**src/rtl/scl_gen_pkg.sv**
```systemverilog
package scl_gen_pkg;
  typedef enum logic [1:0] {
    PH_IDLE = 2'd0,
    PH_LOW  = 2'd1,
    PH_WAIT = 2'd2,
    PH_HIGH = 2'd3
  } phase_t;
endpackage

```
**src/rtl/scl_tick_div.sv**
```systemverilog
module scl_tick_div #(
  parameter int DIV = 4
) (
  input  logic clk,
  input  logic rst,
  output logic tick_o
);
  localparam int CW = (DIV > 1) ? $clog2(DIV) : 1;
  localparam logic [CW-1:0] LAST = CW'(DIV - 1);

  logic [CW-1:0] cnt_q;

  always_ff @(posedge clk) begin
    if (rst || cnt_q == LAST) cnt_q <= '0;
    else                      cnt_q <= cnt_q + 1'b1;
  end

  assign tick_o = (cnt_q == LAST);
endmodule

```
**src/rtl/scl_sync2.sv**
```systemverilog
module scl_sync2 #(
  parameter logic RST_VAL = 1'b1
) (
  input  logic clk,
  input  logic rst,
  input  logic d_i,
  output logic q_o
);
  logic s1_q, s2_q;

  always_ff @(posedge clk) begin
    if (rst) begin
      s1_q <= RST_VAL;
      s2_q <= RST_VAL;
    end else begin
      s1_q <= d_i;
      s2_q <= s1_q;
    end
  end

  assign q_o = s2_q;
endmodule

```
**src/rtl/scl_baud_cnt.sv**
```systemverilog
module scl_baud_cnt #(
  parameter int W = 7
) (
  input  logic         clk,
  input  logic         rst,
  input  logic         load_i,
  input  logic         dec_i,
  input  logic [W-1:0] val_i,
  output logic         zero_o
);
  logic [W-1:0] cnt_q;

  always_ff @(posedge clk) begin
    if (rst)         cnt_q <= '0;
    else if (load_i) cnt_q <= val_i;
    else if (dec_i)  cnt_q <= cnt_q - 1'b1;
  end

  assign zero_o = (cnt_q == '0);
endmodule

```
**src/rtl/scl_rate_gen.sv**
```systemverilog
module scl_rate_gen
  import scl_gen_pkg::*;
#(
  parameter int RATE_W   = 7,
  parameter int TICK_DIV = 4
) (
  input  logic              clk,
  input  logic              rst,
  input  logic              en_i,
  input  logic [RATE_W-1:0] rate_i,
  input  logic              scl_in_i,
  output logic              scl_low_o,
  output logic              stretch_o,
  output logic              rise_stb_o,
  output logic              fall_stb_o
);
  logic   tick, scl_s, cnt_zero;
  logic   load, dec;
  phase_t ph_q, ph_n;
  logic   low_q, low_n, rise_n, fall_n, stretch_n;
  logic   rise_q, fall_q, stretch_q;

  scl_tick_div #(.DIV(TICK_DIV)) u_tick (
    .clk(clk), .rst(rst), .tick_o(tick)
  );

  scl_sync2 #(.RST_VAL(1'b1)) u_sync (
    .clk(clk), .rst(rst), .d_i(scl_in_i), .q_o(scl_s)
  );

  scl_baud_cnt #(.W(RATE_W)) u_cnt (
    .clk(clk), .rst(rst), .load_i(load), .dec_i(dec),
    .val_i(rate_i), .zero_o(cnt_zero)
  );

  always_comb begin
    ph_n   = ph_q;
    low_n  = low_q;
    load   = 1'b0;
    dec    = 1'b0;
    rise_n = 1'b0;
    fall_n = 1'b0;
    if (tick) begin
      case (ph_q)
        PH_IDLE: if (en_i) begin
          ph_n = PH_LOW; low_n = 1'b1; load = 1'b1; fall_n = 1'b1;
        end
        PH_LOW: if (cnt_zero) begin
          ph_n = PH_WAIT; low_n = 1'b0;
        end else begin
          dec = 1'b1;
        end
        PH_WAIT: if (scl_s) begin
          ph_n = PH_HIGH; load = 1'b1; rise_n = 1'b1;
        end
        PH_HIGH: if (cnt_zero) begin
          if (en_i) begin
            ph_n = PH_LOW; low_n = 1'b1; load = 1'b1; fall_n = 1'b1;
          end else begin
            ph_n = PH_IDLE;
          end
        end else begin
          dec = 1'b1;
        end
        default: begin
          ph_n = PH_IDLE; low_n = 1'b0;
        end
      endcase
    end
  end

  assign stretch_n = (ph_q == PH_WAIT) && !scl_s;

  always_ff @(posedge clk) begin
    if (rst) begin
      ph_q      <= PH_IDLE;
      low_q     <= 1'b0;
      rise_q    <= 1'b0;
      fall_q    <= 1'b0;
      stretch_q <= 1'b0;
    end else begin
      ph_q      <= ph_n;
      low_q     <= low_n;
      rise_q    <= rise_n;
      fall_q    <= fall_n;
      stretch_q <= stretch_n;
    end
  end

  assign scl_low_o  = low_q;
  assign rise_stb_o = rise_q;
  assign fall_stb_o = fall_q;
  assign stretch_o  = stretch_q;
endmodule

```
**config.mk**
```make
export PLATFORM = sky130hd
export DESIGN_NAME = scl_rate_gen
export DESIGN_NICKNAME = d
export VERILOG_FILES = /design/src/rtl/scl_gen_pkg.sv /design/src/rtl/scl_tick_div.sv /design/src/rtl/scl_sync2.sv /design/src/rtl/scl_baud_cnt.sv /design/src/rtl/scl_rate_gen.sv
export SDC_FILE = /design/constraint.sdc
export NUM_CORES = 1
export LEC_CHECK = 0
export ABC_CLOCK_PERIOD_IN_PS = 2400
export BUFFER_PORTS_ARGS = -buffer_cell sky130_fd_sc_hd__buf_4
export CORE_MARGIN = 5
export CORE_UTILIZATION = 48
export CTS_CLUSTER_DIAMETER = 150
export DETAILED_ROUTE_END_ITERATION = 10
export GPL_TIMING_DRIVEN = 0
export PLACE_DENSITY = 0.72
export SETUP_SLACK_MARGIN = 0.4
export SYNTH_ARGS = -nofsm -noshare
export SYNTH_HDL_FRONTEND = slang
export SYNTH_HIERARCHICAL = 1
export SYNTH_SLANG_ARGS = --single-unit
export TNS_END_PERCENT = 10
```
**constraint.sdc**
```tcl
create_clock -name clk -period 2.4 [get_ports clk]
set_clock_uncertainty 0.1 [all_clocks]
set_input_delay 0.36 -clock clk [delete_from_list [all_inputs] [get_ports clk]]
set_output_delay 0.36 -clock clk [all_outputs]
set_load 0.03 [all_outputs]
```
==> run summary, run 1 <==
The flow ran to the end, and the final reports show no timing, DRC or antenna violations. The number of storage elements in the synthesis netlist came out at 17. The number of global-route vias before repair is 704. The total leakage power came out at 0.000449 uW. The die footprint is roughly 2800 um^2. The number of antenna violations at the first check in global routing came out at 0. The slew at the pin with the worst max-slew slack came out at 0.334 ns. The critical path in this run is classified as flop to flop. The placer congestion estimate came out at 0.794. The cell area after synthesis came out at 893 um^2. In this run the tightest slew margin relative to its limit is 77.4%. The worst path needs 2.21 ns of the cycle, external delays included. The net count of the finished layout came out at 135. Static timing analysis puts the maximum clock frequency at roughly 0.45 GHz.

The diode insertion count for antenna repair came out at 0. The warning count from the yosys run came out at 6. The count of different cell masters after synthesis came out at 37. The total number of H-tree levels came out at 1.

The post-route setup TNS is 0 ns. TritonCTS built the clock tree. The tree is rooted in a clkbuf_4. The total number of clock tree sinks is 17. The worst setup path is launched from a flop. The final design area excluding fillers came out at about 1100 um^2. The areal power density over the cells is 481 nW/um^2.

The starting DRC count in detailed routing is 8. The maximum fanout count along the critical path came out at 10. The routed via count divided by cell count is roughly 5.3.

The die is 53.1 um tall. The maximum resistive drop on vdd came out at 0.000342 V. The clock tree buffer depth came out at 2. The number of nets produced by synthesis is approximately 110. Across the run, the number of max-cap violations was 0.

The die extent in x is 53.1 um. The area inside the core boundary came out at approximately 1700 um^2. The endpoint class of the critical path is a flop. The total routing resource utilization after global routing came out at roughly 14%. dfxtp_1 takes more of the synthesized area than any other cell. Data on the critical path is required at its endpoint by 2.50 ns. The sequential cell area fraction in the yosys report is 38.1%.

The total I/O pin count is 15. The maximum number of pins on one net before global-route repair came out at 17. The final number of max-transition violations is 0.

In this run the mean area of a mapped cell was 9.71 um^2. The final routed wire length divided by cell count came out at 11.8 um. The clock latency at the later pin of the worst-skew pair is 0.29 ns. The via count came out at 740. The most common cell after layout, fill and taps aside is buf_4. The number of endpoints failing setup at the final stage is 0.

The initialized floorplan defines 15 standard-cell rows. The worst hold path belongs to the class input pin to flop. After detailed routing, the total wire length is 1650 um. Once the floorplan was initialized, standard cells occupied 51.2% of the core. Cells with a size suffix above 1 make up 32.5% of the layout.

The cell count after placement came out at 131. The library cells used most frequently in the layout, excluding fill and tap cells, are buf_4 (18), dfxtp_1 (15), ha_1 (9), inv_1 (8). The synthesis-to-layout area growth is 26.1%. In this run the register-to-register setup slack is 0.19 ns. The proportion of netlist area held by the largest area contributor is 38.1%. After detailed routing, the number of remaining DRC violations is 0.

The first-pass GRT wire length is 3010 um. The detailed placement HPWL came out at between 1000 and 1500 um. The number of buffers created by CTS came out at 3. Setup repair after global routing could not meet its margin everywhere. The total grt overflow came out at 0. The cell area reported after detailed placement came out at 1050 um^2. The final non-filler cell total came out at around 140.

The hold violation count in the final report came out at 0. The clock-pin slew on the worst setup and hold paths is 0.10 ns. The count of filler cells inserted in the layout is 166. The arrival time of the worst setup path came out at between 2 and 2.5 ns. The period utilization came out at 92.0%. Sorting the synthesized cells by area gives the leading types as dfxtp_1 (38%), ha_1 (13%), inv_1 (3.4%), nand2_1 (2.9%), nor2_1 (2.9%). The first detailed-routing pass ran for 4 iterations. Once detail routing completed, the nets flagged for antenna violations numbered 0. Synthesis produced 92 cells. The number of port buffers came out at 14.
[per-stage QoR]
| step | worst slack, ns | hold slack (ns) | utilization, % | power, uW |
|---|---|---|---|---|
| 6_report | 0.193 | 0.148 | 64.5 | 542 |
| 5_1_grt | 0.0462 | 0.127 | 64.5 | 580 |
| 4_1_cts | 0.203 | 0.137 | 64.4 | 551 |
| 3_5_place_dp | 0.0966 | 0.292 | 60.3 | 388 |
| 3_3_place_gp | 0.116 | 0.286 | 60.3 | 386 |
| 2_1_floorplan | 0.282 | 0.283 | - | 360 |
[worst max-delay path: stages (launching register included)]
cell	delay, ns
dfxtp_2	0.36
or4_4	0.54
nor3b_4	0.22
a21o_1	0.14
nand2_1	0.10
a211oi_4	0.29
inv_4	0.10
a311oi_1	0.28
[routing by layer]
layer  vias to the layer above  GRT usage (%)  share of wire (%)
met4                         0           1.70                  0
met2                        21           24.0                 47
met5                         -              0                  0
met3                         0           6.20                6.9
met1                       342           17.4                 46
li1                        377              -                  -
[timing repair]
item,CTS,global route
pin swaps,2,0
resized for setup,2,1
hold buffers,0,0
endpoints found under the setup margin,7,10
buffers inserted,4,0
hold endpoints to repair,0,0
gates cloned,0,0
[path summary, 6_finish.rpt]
path,startpoint,end,cells after the start
max,u_cnt/cnt_q[3],u_cnt/cnt_q[4],7
min,scl_in_i,u_sync/s1_q,2
max reg2reg,u_cnt/cnt_q[3],u_cnt/cnt_q[4],7
min reg2reg,u_sync/s1_q,u_sync/q_o,1
[layout make-up]
cell class | instances | area, um^2 | share of cell area [%]
flip-flops and latches | 17 | 343 | 30.4
multi-input cells | 66 | 553 | 49.1
clock inverters | 1 | 5.00 | 0.444
inverters | 9 | 36.3 | 3.22
repair buffers | 18 | 135 | 12.0
clock buffers | 3 | 22.5 | 2.00
well taps | 25 | 31.3 | 2.78
[synthesized netlist by cell type]
| cell type | n |
|---|---|
| mux2i_1 | 2 |
| a31oi_1 | 2 |
| dfxtp_1 | 17 |
| o31ai_1 | 1 |
| a41oi_1 | 1 |
| nor3_2 | 1 |
| o21bai_4 | 1 |
| nor3b_2 | 1 |
| o21ai_0 | 1 |
| inv_1 | 8 |
| nor4b_1 | 1 |
| nor3b_1 | 2 |
| a21oi_1 | 3 |
| xnor2_1 | 1 |
| nand2b_2 | 1 |
| a311oi_2 | 1 |
| xor2_1 | 2 |
| nand2b_1 | 1 |
| ha_1 | 9 |
| and4_1 | 2 |
| nand2_1 | 7 |
| nand3_1 | 1 |
| nor4_1 | 1 |
| and4_4 | 1 |
| or4_2 | 1 |
| o211ai_1 | 1 |
| a211oi_1 | 3 |
| nor3_1 | 1 |
| nor2_1 | 7 |
| or4_4 | 1 |
| or2_1 | 2 |
| inv_2 | 1 |
| and2b_1 | 1 |
| or3_1 | 1 |
| a21o_1 | 1 |
| o31a_1 | 1 |
| a311oi_1 | 3 |
[cells by family (layout without fill, tap and decap cells)]
logic type,Yosys count,count (layout),synth area share [%]
compound gates,19,19,17.4
xor+xnor,3,3,2.94
fa+ha+maj,9,9,12.6
buf+inv,9,31,3.78
flops,17,17,38.1
mux,2,2,2.24
simple gates,33,33,23.0
[state kept, by name, indices dropped and copies added (netlist names)]
register and flops:
u_sync/q_o 1, stretch_o 1, u_sync/s1_q 1, u_cnt/cnt_q 7, ph_q 2, scl_low_o 1
fall_stb_o 1, rise_stb_o 1, u_tick/cnt_q 2
[power breakdown]
part / total, uW / internal [uW] / switching (uW)
logic: 84.6 / 45.5 / 39.1
clock network: 154 / 62.0 / 91.7
registers: 303 / 294 / 9.13
No activity file was read; power rests on OpenSTA's default activity.
==> run 2, diff against run 1 <==
--- a/config.mk
+++ b/config.mk
@@ -5,14 +5,14 @@
 export SDC_FILE = /design/constraint.sdc
 export NUM_CORES = 1
 export LEC_CHECK = 0
-export ABC_CLOCK_PERIOD_IN_PS = 2400
+export ABC_CLOCK_PERIOD_IN_PS = 2300
 export BUFFER_PORTS_ARGS = -buffer_cell sky130_fd_sc_hd__buf_4
 export CORE_MARGIN = 5
-export CORE_UTILIZATION = 48
+export CORE_UTILIZATION = 53
 export CTS_CLUSTER_DIAMETER = 150
 export DETAILED_ROUTE_END_ITERATION = 10
 export GPL_TIMING_DRIVEN = 0
-export PLACE_DENSITY = 0.72
+export PLACE_DENSITY = 0.76
 export SETUP_SLACK_MARGIN = 0.4
 export SYNTH_ARGS = -nofsm -noshare
 export SYNTH_HDL_FRONTEND = slang
==> constraint.sdc (replaced) <==
create_clock -name clk -period 2.3 [get_ports clk]
set_clock_uncertainty 0.1 [all_clocks]
set_input_delay 0.345 -clock clk [delete_from_list [all_inputs] [get_ports clk]]
set_output_delay 0.345 -clock clk [all_outputs]
set_load 0.03 [all_outputs]
==> run summary, run 2 (same netlist as run 1, synthesis figures left out) <==
The reg-to-reg setup timing slack was 0.09 ns (-0.10 ns). The total number of H-tree levels came to 1 (unchanged). The number of global-route vias before repair was 732 (+4.0%). The site row count came out at 14 (-1). TritonCTS built the clock tree.

In the final layout, the registers with the most flip-flops are u_cnt/cnt_q: 7 flops, ph_q: 2 flops, u_tick/cnt_q: 2 flops. The total leakage power is 0.000444 uW (-1.1%). The clock period minus final worst setup slack came out at 2.21 ns (+0.00375 ns). The area inside the core boundary came out at 1560 um^2 (-11%).

STA classifies the critical path startpoint as a flop. Leaving out fill and tap cells, the most frequent cell in the layout is buf_4. The signal on the critical path passes through or4_4 -> nor3b_4 -> a21o_1 -> nand2_1 -> a211oi_4 -> buf_4 -> a21oi_1 -> o31a_1.

The post-route setup TNS was 0 ns (unchanged). The maximum number of pins on one net before global-route repair came to 17 (unchanged). The count of antenna-violating nets left after detailed routing came out at 0 (unchanged). The starting DRC count in detailed routing is 14 (+6).

The detailed placement HPWL is 1240 um (+1.6%). The clock tree buffer depth came out at 2 (unchanged). The number of search-and-repair iterations in the first detailed-routing pass came out at 2 (-2).

The cell at the root of the clock tree is clkbuf_4. The number of port buffers is 14 (unchanged). Following the worst setup path forward leads to its endpoint at u_cnt/cnt_q[5]. The internal power is 422 uW (+5.1%).

The detailed-route DRC error count is 0 (unchanged). The first-pass GRT wire length is 3130 um (+4.1%). The net switching power figure was 145 uW (+3.8%). The synthesis-to-layout area growth is 24.5%. The maximum fanout count along the critical path came to 5 (-5).

The most critical setup path has its startpoint at u_cnt/cnt_q[3]. The clock latency at the later pin of the worst-skew pair is 0.29 ns (about the same). The flow ran to the end, and the final reports show no timing, DRC or antenna violations. The biggest cell delay along the critical path came out at 0.54 ns (about the same). The hold violation count in the final report is 0 (unchanged).

The die extent in x came out at 51.1 um (-3.9%). Counting flops per register, the top entry is u_cnt/cnt_q. The headroom to the max-slew limit is 78.7% (+1.2 points).

The minimum setup slack after placement came out at -0.0599 ns (-0.156 ns). The maximum resistive drop on vdd is 0.000353 V (+3.1%). The total I/O pin count is 15 (unchanged).

The final routed wire length divided by cell count is 13.4 um (+13%). The diode insertion count for antenna repair is 0 (unchanged). The die footprint came out at 2610 um^2 (-7.7%). The number of cells traversed by the worst register-to-register path came out at 8 (+1). The vertical die dimension came out at 51.1 um (-3.9%).

The top cell types in the final layout, fill and taps aside, are buf_4 (17), dfxtp_1 (15), ha_1 (9), inv_1 (8). The worst hold slack across all endpoints came out at 0.129 ns (-0.0191 ns). STA classifies the critical path endpoint as a flop. The combinational group share of total power came to 15.7% (about the same).

The clock power share came out at 28.5% (about the same). The cell area reported after detailed placement is 1040 um^2 (-1.1%). The via count came out at 726 (-1.9%). In this run the critical register-to-register path is captured at u_cnt/cnt_q[5]. The overall routed net length is 1720 um (+4.6%). The number of buffers created by CTS came out at 3 (unchanged). The areal power density over the cells came out at 510 nW/um^2 (+6.1%). The master of the slowest instance on the critical path is or4_4. The final number of max-transition violations is 0 (unchanged).

Setup repair after global routing could not meet its margin everywhere. The final core utilization is 71.3% (+6.8 points). The number of endpoints failing setup at the final stage is 0 (unchanged). The period utilization came out at 96.1% (+4.2 points). The clock-pin slew on the worst setup and hold paths is 0.10 ns (about the same). The worst setup path is of the flop to flop kind. The number of flip-flops under the largest register name came out at 7 (unchanged). The least setup slack across all paths after layout is 0.0888 ns (-0.104 ns). The routed via count divided by cell count came out at 5.63 (+5.7%).

The count of max-cap constraint violations is 0 (unchanged). The startpoint of the worst register-to-register path is u_cnt/cnt_q[3]. The total routing resource utilization after global routing is 16.2% (+1.8 points).

The starting density of the core is 57.3% (+6.1 points). The slew at the pin with the worst max-slew slack is 0.315 ns (-0.0183 ns). The total number of clock tree sinks came out at 17 (unchanged). The min-delay analysis places its worst path in the category input pin to flop. The arrival time of the worst setup path came out at 2.31 ns (about the same). The total grt overflow is 0 (unchanged). The required time at the worst-slack endpoint is 2.40 ns (-0.10 ns). The net count of the finished layout came out at 134 (-0.74%).

The final design area excluding fillers came out at 1110 um^2 (-1.2%). The start point of the worst min-delay path is scl_in_i. The number of antenna violations at the first check in global routing came out at 0 (unchanged).

The relative contribution of sequential cells to total power was 55.8% (-0.2 points). The placer congestion estimate is 0.836 (+5.4%). The top achievable clock speed is 0.452 GHz (-0.17%). The switching fraction of total power is 25.6% (-0.24 points).

The fraction of final layout cells with drive strength greater than 1 was 31.9% (-0.60 points).
run 2: cell count changes in the layout (fill, tap and decap cells not counted), sizes merged:
cell / before / now
clkbuf: 3 / 4
clkinv: 1 / 0
buf: 18 / 17
run 2: worst max-delay path, delay by kind of cell, from the launching register on:
| kind | cells | cell delay [ns] |
|---|---|---|
| compound gates | 4 | 0.61 |
| buf+inv | 1 | 0.19 |
| flops | 1 | 0.36 |
| simple gates | 3 | 0.86 |
run 2: area by class of cell:
type	instances	area, um^2
clock buffers	4	26.3
multi-input cells	66	559
well taps	16	20.0
fillers	140	447
flip-flops and latches	17	343
repair buffers	17	128
inverters	9	36.3
run 2: per-layer routing:
layer	routed length [um]	GRT usage [%]	vias to the layer above
li1	-	-	373
met2	763	23.0	11
met1	842	20.8	338
met5	0	0	-
met4	48	9.42	0
met3	68	5.81	4
run 2: how the worst min path moves through the flow:
stage	to	slack (ns)	cells after the start
6_report	u_sync/s1_q	0.13	2
3_3_place_gp	u_sync/q_o	0.29	1
5_1_grt	u_sync/s1_q	0.12	2
3_5_place_dp	u_sync/q_o	0.29	1
4_1_cts	u_sync/s1_q	0.12	2
2_1_floorplan	u_sync/q_o	0.28	1
run 2: repair_timing:
item                                    4_1_cts  5_1_grt
buffers inserted                              3        0
resized for setup                             2        2
hold buffers                                  0        0
pin swaps                                     2        1
endpoints found under the setup margin        9       11
run 2: per-stage QoR:
stage               cells  power (uW)
finish                129         568
global route          129         602
CTS                   129         574
detailed placement    122         405
global placement      122         403
floorplan              92         376
run 2: power by group through the flow:
stage                     clock network, uW  registers [uW]  logic, uW
after floorplan                           0             323       52.3
after global placement                    0             323       79.8
after detailed placement                  0             323       81.8
after CTS                               169             317       88.3
after global routing                    184             319       98.5
final                                   162             317       89.0
==> run 3, diff against run 2 <==
--- a/config.mk
+++ b/config.mk
@@ -7,12 +7,14 @@
 export LEC_CHECK = 0
 export ABC_CLOCK_PERIOD_IN_PS = 2300
 export BUFFER_PORTS_ARGS = -buffer_cell sky130_fd_sc_hd__buf_4
+export CELL_PAD_IN_SITES_DETAIL_PLACEMENT = 0
+export CELL_PAD_IN_SITES_GLOBAL_PLACEMENT = 2
 export CORE_MARGIN = 5
-export CORE_UTILIZATION = 53
+export CORE_UTILIZATION = 33
 export CTS_CLUSTER_DIAMETER = 150
 export DETAILED_ROUTE_END_ITERATION = 10
 export GPL_TIMING_DRIVEN = 0
-export PLACE_DENSITY = 0.76
+export PLACE_DENSITY_LB_ADDON = 0.1
 export SETUP_SLACK_MARGIN = 0.4
 export SYNTH_ARGS = -nofsm -noshare
 export SYNTH_HDL_FRONTEND = slang
==> run summary, run 3 (same netlist as run 1, synthesis figures left out) <==
The run finished with clean final reports. The total grt overflow came out at 0 (unchanged). The hold violation count in the final report is 0 (unchanged). The relative contribution of sequential cells to total power is 55.6% (-0.2 points). Setup repair after global routing could not meet its margin everywhere.

The placer congestion estimate is 0.724 (-13%). The final number of max-transition violations came out at 0 (unchanged). Leaving out fill and tap cells, the most frequent cells in the layout are buf_4 (18), dfxtp_1 (15), ha_1 (9), inv_1 (8), nor2_1 (6). The total routing resource utilization after global routing came to 12.1% (-4.1 points). The maximum resistive drop on vdd came to 0.000339 V (-4.1%). Leaving out fill and tap cells, the most frequent cell in the layout is buf_4. The total I/O pin count came out at 15 (unchanged). The count of antenna-violating nets left after detailed routing was 0 (unchanged). The number of port buffers is 14 (unchanged).

The number of buffers created by CTS came out at 3 (unchanged). The die footprint is 3850 um^2 (+48%). The detailed placement HPWL was 1340 um (+8.3%).

More flip-flops sit in one register than any other, and that register is u_cnt/cnt_q. The overall power of the completed layout came to 570 uW (+0.47%). The final routed wire length divided by cell count is 12.8 um (-4.2%). The combinational group share of total power came out at 16.0% (+0.3 points). The slew at the pin with the worst max-slew slack came out at 0.341 ns (+0.0260 ns).

The diode insertion count for antenna repair is 0 (unchanged). The first-pass GRT wire length came out at 3370 um (+7.7%). The biggest cell delay along the critical path came to 0.54 ns (about the same). The routed via count divided by cell count came out at 5.03 (-11%). The master of the slowest instance on the critical path is or4_4. The cell count of the worst hold path is 2 (unchanged). The post-route setup TNS came out at 0 ns (unchanged). The number of global-route vias before repair is 760 (+3.8%). The total number of clock tree sinks is 17 (unchanged). The maximum fanout count along the critical path is 10 (+5).

The hold buffer count at CTS is 0 (unchanged). The path with the worst hold slack has its endpoint at u_sync/s1_q. The number of antenna violations at the first check in global routing was 0 (unchanged).

The number of search-and-repair iterations in the first detailed-routing pass came to 4 (+2). The cell count after placement is 136 (+11%). The cell area reported after detailed placement is 1060 um^2 (+1.7%).

The starting DRC count in detailed routing came to 27 (+13). The maximum number of pins on one net before global-route repair was 17 (unchanged). The final design area excluding fillers came out at 1140 um^2 (+2.6%). The total leakage power came out at 0.000451 uW (+1.6%). The period utilization is 97.5% (+1.4 points). The detailed-route DRC error count is 0 (unchanged).

The worst hold slack across all endpoints came to 0.131 ns (+0.00194 ns). The final non-filler cell total was 144 (+12%). The die extent in x is 62.0 um (+21%). The via count is 724 (-0.28%).

The overall routed net length came out at 1840 um (+7.0%). In the final layout, the registers with the most flip-flops are u_cnt/cnt_q: 7 flops, ph_q: 2 flops, u_tick/cnt_q: 2 flops. The clock latency at the later pin of the worst-skew pair was 0.29 ns (about the same).

The vertical die dimension is 62.0 um (+21%). The fraction of final layout cells with drive strength greater than 1 is 34.2% (+2.4 points). The clock power share was 28.4% (about the same).

The required time at the worst-slack endpoint came to 2.41 ns (about the same). STA classifies the critical path startpoint as a flop. The number of cells traversed by the worst register-to-register path is 7 (-1). The headroom to the max-slew limit came out at 76.9% (-1.8 points). The number of flip-flops under the largest register name came out at 7 (unchanged).

The net switching power figure is 150 uW (+3.3%). The worst setup path is captured at a flop. The total number of H-tree levels is 1 (unchanged). The min-delay analysis places its worst path in the category input pin to flop. The synthesis-to-layout area growth came out at 27.7%. The clock-pin slew on the worst setup and hold paths is 0.10 ns (about the same). The startpoint identified for the worst register-to-register timing path is u_cnt/cnt_q[3]. The areal power density over the cells is 500 nW/um^2 (-2.1%). The clock period minus final worst setup slack came out at 2.24 ns (+0.0311 ns).

The starting density of the core is 35.4% (-22 points). The net count of the finished layout came out at 135 (+0.75%). The worst setup path is of the flop to flop kind. Clock tree synthesis selected as its root buffer the cell clkbuf_4. The TritonCTS clock tree is done. The site row count came out at 18 (+4).

The internal power came out at 420 uW (-0.50%). The arrival time of the worst setup path was 2.36 ns (+0.05 ns). In this run the critical register-to-register path is captured at u_cnt/cnt_q[4]. The top achievable clock speed came out at 0.446 GHz (-1.4%). Traced cell by cell, the critical path runs through or4_4 -> nor3b_4 -> a21o_1 -> nand2_2 -> a211oi_4 -> inv_4 -> a311oi_2. The number of endpoints failing setup at the final stage is 0 (unchanged). The clock tree buffer depth came out at 2 (unchanged). The worst hold path begins at scl_in_i. The switching fraction of total power came out at 26.3% (+0.72 points).

The reg-to-reg setup timing slack is 0.06 ns (-0.03 ns). The area inside the core boundary came out at 2520 um^2 (+62%). The count of max-cap constraint violations is 0 (unchanged).
-- run 3: power by group through the flow --
| stage | registers (uW) | clock network [uW] | logic (uW) |
|---|---|---|---|
| 2_1_floorplan | 323 | 0 | 52.3 |
| 3_3_place_gp | 323 | 0 | 82.2 |
| 3_5_place_dp | 323 | 0 | 83.3 |
| 4_1_cts | 317 | 178 | 91.3 |
| 5_1_grt | 319 | 188 | 103 |
| 6_report | 317 | 162 | 91.2 |
-- run 3: worst max path at each step --
stage,to,cells after the start,from,slack (ns)
after detailed placement,u_cnt/cnt_q[4],7,u_cnt/cnt_q[3],-0.06
final,u_cnt/cnt_q[4],7,u_cnt/cnt_q[3],0.06
after floorplan,u_cnt/cnt_q[4],7,u_cnt/cnt_q[3],0.18
after global routing,u_cnt/cnt_q[4],7,u_cnt/cnt_q[3],-0.12
after CTS,u_cnt/cnt_q[4],7,u_cnt/cnt_q[3],0.05
after global placement,u_cnt/cnt_q[4],7,u_cnt/cnt_q[3],-0.07
-- run 3: worst max-delay path, delay by kind of cell (launching register included) --
kind | cells | cell delay (ns)
AND/OR/NAND/NOR | 3 | 0.84
AO/OA/AOI/OAI | 3 | 0.76
flip-flops | 1 | 0.36
buffers and inverters | 1 | 0.11
-- run 3: layer usage --
metal | vias to the layer above | part of all wire [%] | global-route usage [%]
met1 | 334 | 46 | 14.7
met4 | 0 | 1.0 | 4.55
met3 | 2 | 4.8 | 4.75
met5 | - | 0 | 0
li1 | 379 | - | -
met2 | 9 | 48 | 19.1
-- run 3: area by class of cell --
class,instances,area (um^2)
Timing Repair Buffer,18,135
Clock inverter,1,5.00
Sequential cell,17,343
Clock buffer,3,22.5
Multi-Input combinational cell,66,562
Fill cell,252,1380
Inverter,9,36.3
Tap cell,30,37.5
-- run 3: what timing repair did --
action | 4_1_cts | 5_1_grt
endpoints found under the setup margin | 10 | 10
resized for setup | 3 | 2
setup buffers | 4 | 0
pin swaps | 2 | 2
gates cloned | 0 | 0
-- run 3: metrics by stage --
step           setup slack, ns  util [%]
3_3_place_gp           -0.0711      42.0
5_1_grt                 -0.115      45.2
2_1_floorplan            0.182         -
4_1_cts                 0.0542      44.9
3_5_place_dp           -0.0603      42.0
6_report                0.0577      45.2
